## config.mk

```make
export PLATFORM = sky130hd
export DESIGN_NAME = ldst_lane_align
export DESIGN_NICKNAME = d
export VERILOG_FILES = /design/src/rtl/lsa_pkg.sv /design/src/rtl/lsa_addr_gen.sv /design/src/rtl/lsa_store_steer.sv /design/src/rtl/lsa_load_extract.sv /design/src/rtl/ldst_lane_align.sv
export SDC_FILE = /design/constraint.sdc
export NUM_CORES = 1
export LEC_CHECK = 0
export ABC_CLOCK_PERIOD_IN_PS = 2350
export BUFFER_PORTS_ARGS = -buffer_cell sky130_fd_sc_hd__buf_4
export CAP_MARGIN = 25
export CORE_MARGIN = 3
export CORE_UTILIZATION = 45
export DETAILED_ROUTE_END_ITERATION = 12
export PLACE_DENSITY_LB_ADDON = 0.25
export SLEW_MARGIN = 20
export SYNTH_ARGS = -nofsm -noshare
export SYNTH_HDL_FRONTEND = slang
export SYNTH_SLANG_ARGS = --single-unit
```

## constraint.sdc

```tcl
create_clock -name clk -period 2.35 [get_ports clk]
set_input_delay 0.1175 -clock clk [delete_from_list [all_inputs] [get_ports clk]]
set_output_delay 0.1175 -clock clk [all_outputs]
set_load 0.02 [all_outputs]
```

## src/rtl/lsa_pkg.sv

```systemverilog
`timescale 1ns/1ps
package lsa_pkg;

  typedef enum logic [1:0] {
    SZ_BYTE = 2'd0,
    SZ_HALF = 2'd1,
    SZ_WORD = 2'd2
  } acc_size_e;

  typedef struct packed {
    logic      legal;
    logic      is_load;
    logic      is_store;
    logic      unsgn;
    acc_size_e size;
  } acc_dec_t;

  // Map an opcode onto direction, width and fill rule
  function automatic acc_dec_t decode_op(input logic [5:0] op);
    acc_dec_t d;
    d = '{legal: 1'b0, is_load: 1'b0, is_store: 1'b0, unsgn: 1'b0, size: SZ_BYTE};
    case (op)
      6'h20: d = '{1'b1, 1'b1, 1'b0, 1'b0, SZ_BYTE};
      6'h21: d = '{1'b1, 1'b1, 1'b0, 1'b0, SZ_HALF};
      6'h23: d = '{1'b1, 1'b1, 1'b0, 1'b0, SZ_WORD};
      6'h24: d = '{1'b1, 1'b1, 1'b0, 1'b1, SZ_BYTE};
      6'h25: d = '{1'b1, 1'b1, 1'b0, 1'b1, SZ_HALF};
      6'h28: d = '{1'b1, 1'b0, 1'b1, 1'b0, SZ_BYTE};
      6'h29: d = '{1'b1, 1'b0, 1'b1, 1'b0, SZ_HALF};
      6'h2b: d = '{1'b1, 1'b0, 1'b1, 1'b0, SZ_WORD};
      default: ;
    endcase
    return d;
  endfunction

endpackage

```

## src/rtl/lsa_addr_gen.sv

```systemverilog
`timescale 1ns/1ps
module lsa_addr_gen #(
  parameter int ADDR_W = 32,
  parameter int IMM_W  = 16
) (
  input  logic [ADDR_W-1:0] base,
  input  logic [IMM_W-1:0]  disp,
  output logic [ADDR_W-1:0] ea
);
  localparam int EXT_W = ADDR_W - IMM_W;

  logic [ADDR_W-1:0] disp_sx;

  assign disp_sx = {{EXT_W{disp[IMM_W-1]}}, disp};
  assign ea      = base + disp_sx;
endmodule

```

## src/rtl/lsa_store_steer.sv

```systemverilog
`timescale 1ns/1ps
module lsa_store_steer
  import lsa_pkg::*;
#(
  parameter int DATA_W = 32,
  parameter int LANES  = DATA_W / 8,
  parameter int LB     = $clog2(LANES)
) (
  input  acc_size_e         size,
  input  logic [LB-1:0]     lane,
  input  logic              misal,
  input  logic [DATA_W-1:0] src,
  output logic [LANES-1:0]  be,
  output logic [DATA_W-1:0] wdata
);
  logic [DATA_W-1:0] byte_rep;
  logic [DATA_W-1:0] half_rep;
  logic [LB-1:0]     half_base;

  // Copy the low byte / halfword into every lane
  for (genvar g = 0; g < LANES; g++) begin : g_rep
    assign byte_rep[g*8 +: 8] = src[7:0];
    assign half_rep[g*8 +: 8] = src[(g % 2)*8 +: 8];
  end

  assign half_base = {lane[LB-1:1], 1'b0};

  always_comb begin
    be = '0;
    unique case (size)
      SZ_BYTE: be[lane] = 1'b1;
      SZ_HALF: be[half_base +: 2] = 2'b11;
      default: be = '1;
    endcase
    if (misal) be = '0;
  end

  always_comb begin
    unique case (size)
      SZ_BYTE: wdata = byte_rep;
      SZ_HALF: wdata = half_rep;
      default: wdata = src;
    endcase
  end
endmodule

```

## src/rtl/lsa_load_extract.sv

```systemverilog
`timescale 1ns/1ps
module lsa_load_extract
  import lsa_pkg::*;
#(
  parameter int DATA_W = 32,
  parameter int LANES  = DATA_W / 8,
  parameter int LB     = $clog2(LANES)
) (
  input  acc_size_e         size,
  input  logic              unsgn,
  input  logic [LB-1:0]     lane,
  input  logic [DATA_W-1:0] word,
  output logic [DATA_W-1:0] result
);
  logic [7:0]    byte_sel;
  logic [15:0]   half_sel;
  logic [LB+2:0] byte_off;
  logic [LB+2:0] half_off;
  logic          fill;

  assign byte_off = {lane, 3'b000};
  assign half_off = {lane[LB-1:1], 4'b0000};
  assign byte_sel = word[byte_off +: 8];
  assign half_sel = word[half_off +: 16];

  always_comb begin
    fill = 1'b0;
    unique case (size)
      SZ_BYTE: begin
        fill   = ~unsgn & byte_sel[7];
        result = {{(DATA_W-8){fill}}, byte_sel};
      end
      SZ_HALF: begin
        fill   = ~unsgn & half_sel[15];
        result = {{(DATA_W-16){fill}}, half_sel};
      end
      default: result = word;
    endcase
  end
endmodule

```

## src/rtl/ldst_lane_align.sv

```systemverilog
`timescale 1ns/1ps
module ldst_lane_align
  import lsa_pkg::*;
#(
  parameter int ADDR_W = 32,
  parameter int DATA_W = 32,
  parameter int IMM_W  = 16,
  localparam int LANES = DATA_W / 8,
  localparam int LB    = $clog2(LANES)
) (
  input  logic              clk,
  input  logic              rst,
  input  logic              req_valid,
  input  logic [5:0]        req_op,
  input  logic [ADDR_W-1:0] req_base,
  input  logic [IMM_W-1:0]  req_disp,
  input  logic [DATA_W-1:0] req_src,
  output logic              acc_valid,
  output logic [ADDR_W-1:0] acc_addr,
  output logic              acc_rd,
  output logic              acc_wr,
  output logic [LANES-1:0]  acc_be,
  output logic [DATA_W-1:0] acc_wdata,
  output logic              acc_misalign,
  input  logic              rsp_valid,
  input  logic [5:0]        rsp_op,
  input  logic [LB-1:0]     rsp_lane,
  input  logic [DATA_W-1:0] rsp_word,
  output logic              ld_valid,
  output logic [DATA_W-1:0] ld_data
);
  acc_dec_t          req_dec;
  acc_dec_t          rsp_dec;
  logic [ADDR_W-1:0] ea;
  logic [LB-1:0]     lane;
  logic              misal;
  logic              accept;
  logic [LANES-1:0]  be_n;
  logic [DATA_W-1:0] wd_n;
  logic [DATA_W-1:0] ext_n;
  logic              take_rsp;

  assign req_dec = decode_op(req_op);
  assign rsp_dec = decode_op(rsp_op);

  lsa_addr_gen #(.ADDR_W(ADDR_W), .IMM_W(IMM_W)) addr_i (
    .base (req_base),
    .disp (req_disp),
    .ea   (ea)
  );

  assign lane   = ea[LB-1:0];
  assign misal  = ((req_dec.size == SZ_HALF) && ea[0]) ||
                  ((req_dec.size == SZ_WORD) && (lane != '0));
  assign accept = req_valid && req_dec.legal;

  lsa_store_steer #(.DATA_W(DATA_W)) steer_i (
    .size  (req_dec.size),
    .lane  (lane),
    .misal (misal),
    .src   (req_src),
    .be    (be_n),
    .wdata (wd_n)
  );

  lsa_load_extract #(.DATA_W(DATA_W)) extract_i (
    .size   (rsp_dec.size),
    .unsgn  (rsp_dec.unsgn),
    .lane   (rsp_lane),
    .word   (rsp_word),
    .result (ext_n)
  );

  assign take_rsp = rsp_valid && rsp_dec.legal && rsp_dec.is_load;

  // Request side: one register stage toward memory
  always_ff @(posedge clk) begin
    if (rst) begin
      acc_valid    <= 1'b0;
      acc_addr     <= '0;
      acc_rd       <= 1'b0;
      acc_wr       <= 1'b0;
      acc_be       <= '0;
      acc_wdata    <= '0;
      acc_misalign <= 1'b0;
    end else begin
      acc_valid <= accept;
      if (accept) begin
        acc_addr     <= ea;
        acc_rd       <= req_dec.is_load  & ~misal;
        acc_wr       <= req_dec.is_store & ~misal;
        acc_be       <= be_n;
        acc_wdata    <= req_dec.is_store ? wd_n : '0;
        acc_misalign <= misal;
      end else begin
        acc_rd       <= 1'b0;
        acc_wr       <= 1'b0;
        acc_be       <= '0;
        acc_misalign <= 1'b0;
      end
    end
  end

  // Response side: one register stage toward the core
  always_ff @(posedge clk) begin
    if (rst) begin
      ld_valid <= 1'b0;
      ld_data  <= '0;
    end else begin
      ld_valid <= take_rsp;
      if (take_rsp) ld_data <= ext_n;
    end
  end
endmodule

```

; ---- Yosys cells after proc, flatten, opt, wreduce, memory -nomap -nowiden
; Index checks and enable logic that the tools add are counted.
[word_totals]
rom_bits = 0
out_inout_bits = 105
ramBits = 0
latchBits = 0
reg_bits = 105
memories = 0
[op_classes]
n_lt_le_gt_ge = 2
n_eq_ne = 19
bitwise_logic = 8
mux = 8
div_mod_pow = 0
addsub = 2
mul = 0
reduce_logical = 12
n_shift = 4
[op_table]
columns = operator, count
row1 = $pmux W32 S2, 2
row2 = $eq A6 B6 Y1 const B, 16
row3 = $pmux W6 S8, 2
row4 = $add A32 B32 Y32, 1
row5 = $mux W32, 1
row6 = $shiftx A32 B6 Y16, 1
row7 = $shiftx A32 B6 Y8, 1
row8 = $pmux W4 S2, 1
row9 = $logic_and A1 B1 Y1, 6
row10 = $and A1 B1 Y1, 4
row11 = $and A4 B4 Y4, 1
row12 = $eq A2 B1 Y1 const B, 2
row13 = $logic_not A2 Y1, 2
row14 = $neg A2 Y4, 1
row15 = $shift A2 B4 Y4 const A, 1
row16 = $shiftx A2 B4 Y4 const A, 1
row17 = $lt A2 B3 Y1 const B, 1
row18 = $not A1 Y1, 3
row19 = $reduce_or A3 Y1, 1
row20 = $demux W1 S2, 1
row21 = $eq A2 B2 Y1 const B, 1
row22 = $ge A2 B1 Y1 const B, 1
row23 = $reduce_bool A2 Y1, 1
row24 = $reduce_or A2 Y1, 1
row25 = 2 further kinds, 2

; ---- Longest topological paths before layout
[depth]
word_depth = 7
depth_mapped = 10

; ---- Cells and area by module
; A second synthesis with hierarchy kept.
[unflattened]
cells_unflattened = 777
area_unflattened_um2 = 6561.3
[modules_own_cells]
columns = mod, seq_area_each_um2, cells_per_inst, area_each_um2, n_inst
row1 = ldst_lane_align, 2102.0, 355, 3602.2, 1
row2 = lsa_addr_gen, 0.0, 241, 1744.2, 1
row3 = lsa_load_extract, 0.0, 117, 714.4, 1
row4 = lsa_store_steer, 0.0, 64, 500.5, 1

; ---- Worst setup path after synthesis
; OpenSTA, ideal clock, no wires.
[synth_timing]
path_type = input port to flip-flop
start = input req_base[24]
end = register acc_addr[31]
arrival_time_ps = 1968
setup_time_ps = 120
path_slack_ps = 262
n_path_buf = 1
stages = 9
path_cell_list = ha_1 > clkbuf_1 > nand2_1 > or4_1 > nor3_1 > a31oi_1 > a21boi_1 > mux2i_1 > a211o_1
[synth_via]
elab_chain_cells = 1
[synth_rtl]
columns = item, line
row1 = start: declaration, ldst_lane_align.sv:15  ; input logic [ADDR_W-1:0] req_base,
row2 = $add A32 B32 Y32, lsa_addr_gen.sv:15  ; assign ea = base + disp_sx;
row3 = end signal: assignment, ldst_lane_align.sv:80  ; acc_addr <= '0;
row4 = end signal: assignment, ldst_lane_align.sv:89  ; acc_addr <= ea;
row5 = end: declaration, ldst_lane_align.sv:19  ; output logic [ADDR_W-1:0] acc_addr,
; No other way between the ends.
; A chain may end at the register's enable or synchronous reset.

; ---- Worst setup path after layout
[layout_timing]
start = input req_base[8]
end = register acc_addr[27]
; Same word-level chain as after synthesis.

==> reports/qor.yml <==
yosys_warnings: 0
track_usage_pct: 25.3
slew_headroom_pct: 59.0
utilization_pct: 64.3
synth_flop_cell: "dfxtp_1"
first_iter_violations: 513
dr.pass1.iters: 5
grt_pass1_wl_um: 30900
core_mm2: 0.0134
clk_latency_ns: 0.34
antenna_found_initial: 0
dp_slack_ns: -0.0152
crit_fanout: 6
netlist_area_mm2: 0.00626
clock_skew_ns: 0
async_flop_share_pct: 0
fin_crit_sh_pct: 86.1
synth_cell_type_count: 66
cp-start-kind: "primary input"
antenna_cells: 0
cts_tree: "built"
wl_um: 20200
synthCells: 806
syn_avg_cell_area_um2: 7.76
avgRoutedWirePerCell_um: 16.5
crit_top_cell: "a21oi_1"
htree_levels: 3
num_vias: 6872
slew_violations: 0
dpl.hpwl_um: 15600
synth.most_common_cell: "nand2_1"
cts_setup_buffers: 0
postLayoutSetupSlackWorst_ns: 0.327
outcome: "completed"
setup_violations: 0
port_buffers: 234
cts-root-buf: "clkbuf_16"
die_area_mm2: 0.0154
fin_crit_ns: 2.02
synth-seq-cells: 105
die_h_um: 124
path_buf_inv: 1
synth_area_leader_cell: "dfxtp_1"
area_delta_synth_final_pct: 37.7
grt_max_degree: 50
hold_path.class: "primary input to flop"
rows: 42
globalplace.congestion: 0.902
synth_top_area_share_pct: 33.6
start_util_pct: 46.7
power_leakage_nw: 3.73
ys_top_cells_by_count: "nand2_1 (133), dfxtp_1 (105), a21oi_1 (95)"
grt_pass1_vias: 6258
hold_ws_ns: 0.0325
power_density_mw_per_mm2: 507
finalPower_mw: 4.37
syn-num-nets: 968
cp.required_ns: 2.63
ys_seq_area_share_pct: 33.6
synth_area_leaders: "dfxtp_1 (34%), nand2_1 (8.0%), a21oi_1 (7.6%)"
clk_pin_slew_worst_paths_ns: 0.07
fmax_ghz: 0.494
path_class: "primary input to flop"
ant_nets: 0
route.detailed.drc: 0
cpMaxStageDelayCell: "a221oi_2"
nets: 1204
finalHoldViolCount: 0
setup_tns_ns: 0
cts.sinks: 105
cp_cell_sequence: "buf_4, ha_1, a21oi_1, o21ai_0, a21oi_1, a31oi_1, a221oi_2, a21oi_1, o211ai_1"
numCtsBuffers: 9
grt.overflow.total: 0
vias_per_cell: 5.63
cpLargestDelayFamily: "compound AO/OA/AOI/OAI gates"
synth_edf_count: 0
clockBufferDepth: 2
die_x_um: 124
slowest_delay_ns: 0.46
worstMarginPinSlew_ns: 0.615
drive_above_1_share_pct: 29.9
cap_violations: 0
peakVddDrop_v: 0.000323
worstPathArrival_ns: 2.30
rsz0062_at_grt: "false"
worstSetupEndpointType: "flop"
io_pins: 235
-- cell type report --
type / instances / area (µm²)
fill: 1220 / 4780
multi-input combinational: 625 / 3860
sequential: 105 / 2100
timing repair buffer: 277 / 2080
clock buffer: 12 / 246
tap: 176 / 220
inverter: 24 / 93.8
clock inverter: 2 / 16.3
-- logic make-up (layout without fill, tap and decap cells) --
family / Yosys count / in the layout / synth area share, %
multiplexers: 10 / 10 / 3.20
buffers and inverters: 76 / 315 / 4.82
AO/OA/AOI/OAI: 275 / 275 / 28.8
AND/OR/NAND/NOR: 289 / 289 / 20.4
XOR/XNOR: 19 / 19 / 2.66
adder cells (fa/ha/maj): 32 / 32 / 6.52
flip-flops: 105 / 105 / 33.6
-- layout by cell type (no fill, tap or decap), drive strengths merged, types with 4 or more instances in the layout --
master | synthesis | layout
nor3 | 13 | 13
clkbuf | 39 | 12
and3 | 9 | 9
o221ai | 10 | 10
xor2 | 4 | 4
and2 | 4 | 4
a32oi | 5 | 5
ha | 31 | 31
a22oi | 8 | 8
nor2 | 78 | 78
nand3 | 14 | 14
a211oi | 25 | 25
dfxtp | 105 | 105
nand4 | 8 | 8
nand3b | 4 | 4
mux4 | 8 | 8
buf | 13 | 276
a21o | 12 | 12
nor2b | 6 | 6
a31oi | 14 | 14
o21ai | 52 | 52
xnor2 | 15 | 15
a311oi | 8 | 8
o21a | 7 | 7
o211ai | 9 | 9
inv | 24 | 23
nand2 | 133 | 133
a21oi | 97 | 97
-- timing repair --
action / in CTS / in global routing
hold buffers: 1 / 0
setup endpoints to repair: 0 / 1
resized for setup: 0 / 2
endpoints found under the hold margin: 1 / 0
-- flip-flops by register name (all words and copies together) (netlist names) --
register and cells:
acc_rd 1, acc_misalign 1, acc_wdata 32, ld_valid 1, acc_addr 32, acc_valid 1, acc_be 4, ld_data 32
acc_wr 1
-- stage by stage --
step,instances,cell area (µm²)
floorplan,806,6260
global placement,1206,8340
detailed placement,1206,8340
CTS,1221,8610
global route,1221,8620
finish,1221,8620
-- per-layer routing --
| layer | part of all wire [%] | GRT usage (%) |
|---|---|---|
| met5 | 0 | 0 |
| met3 | 7.5 | 4.27 |
| met2 | 49 | 42.6 |
| met1 | 43 | 33.5 |
| met4 | 1.5 | 7.19 |
-- path summary, 6_finish.rpt --
path	slack, ns	to	depth (start not counted)	startpoint
max reg2reg	1.57	acc_addr[24]	1	acc_addr[24]
max	0.33	acc_addr[27]	9	req_base[8]
min reg2reg	0.45	acc_wdata[29]	2	acc_wdata[29]
min	0.03	acc_wdata[3]	3	req_src[3]
-- power by group --
group	total [mW]	internal, mW	switching [mW]
combinational	1.13	0.525	0.604
sequential	1.84	1.82	0.0215
clock	1.40	0.740	0.658
total	4.37	3.08	1.28
No activity file was read; power rests on OpenSTA's default activity.
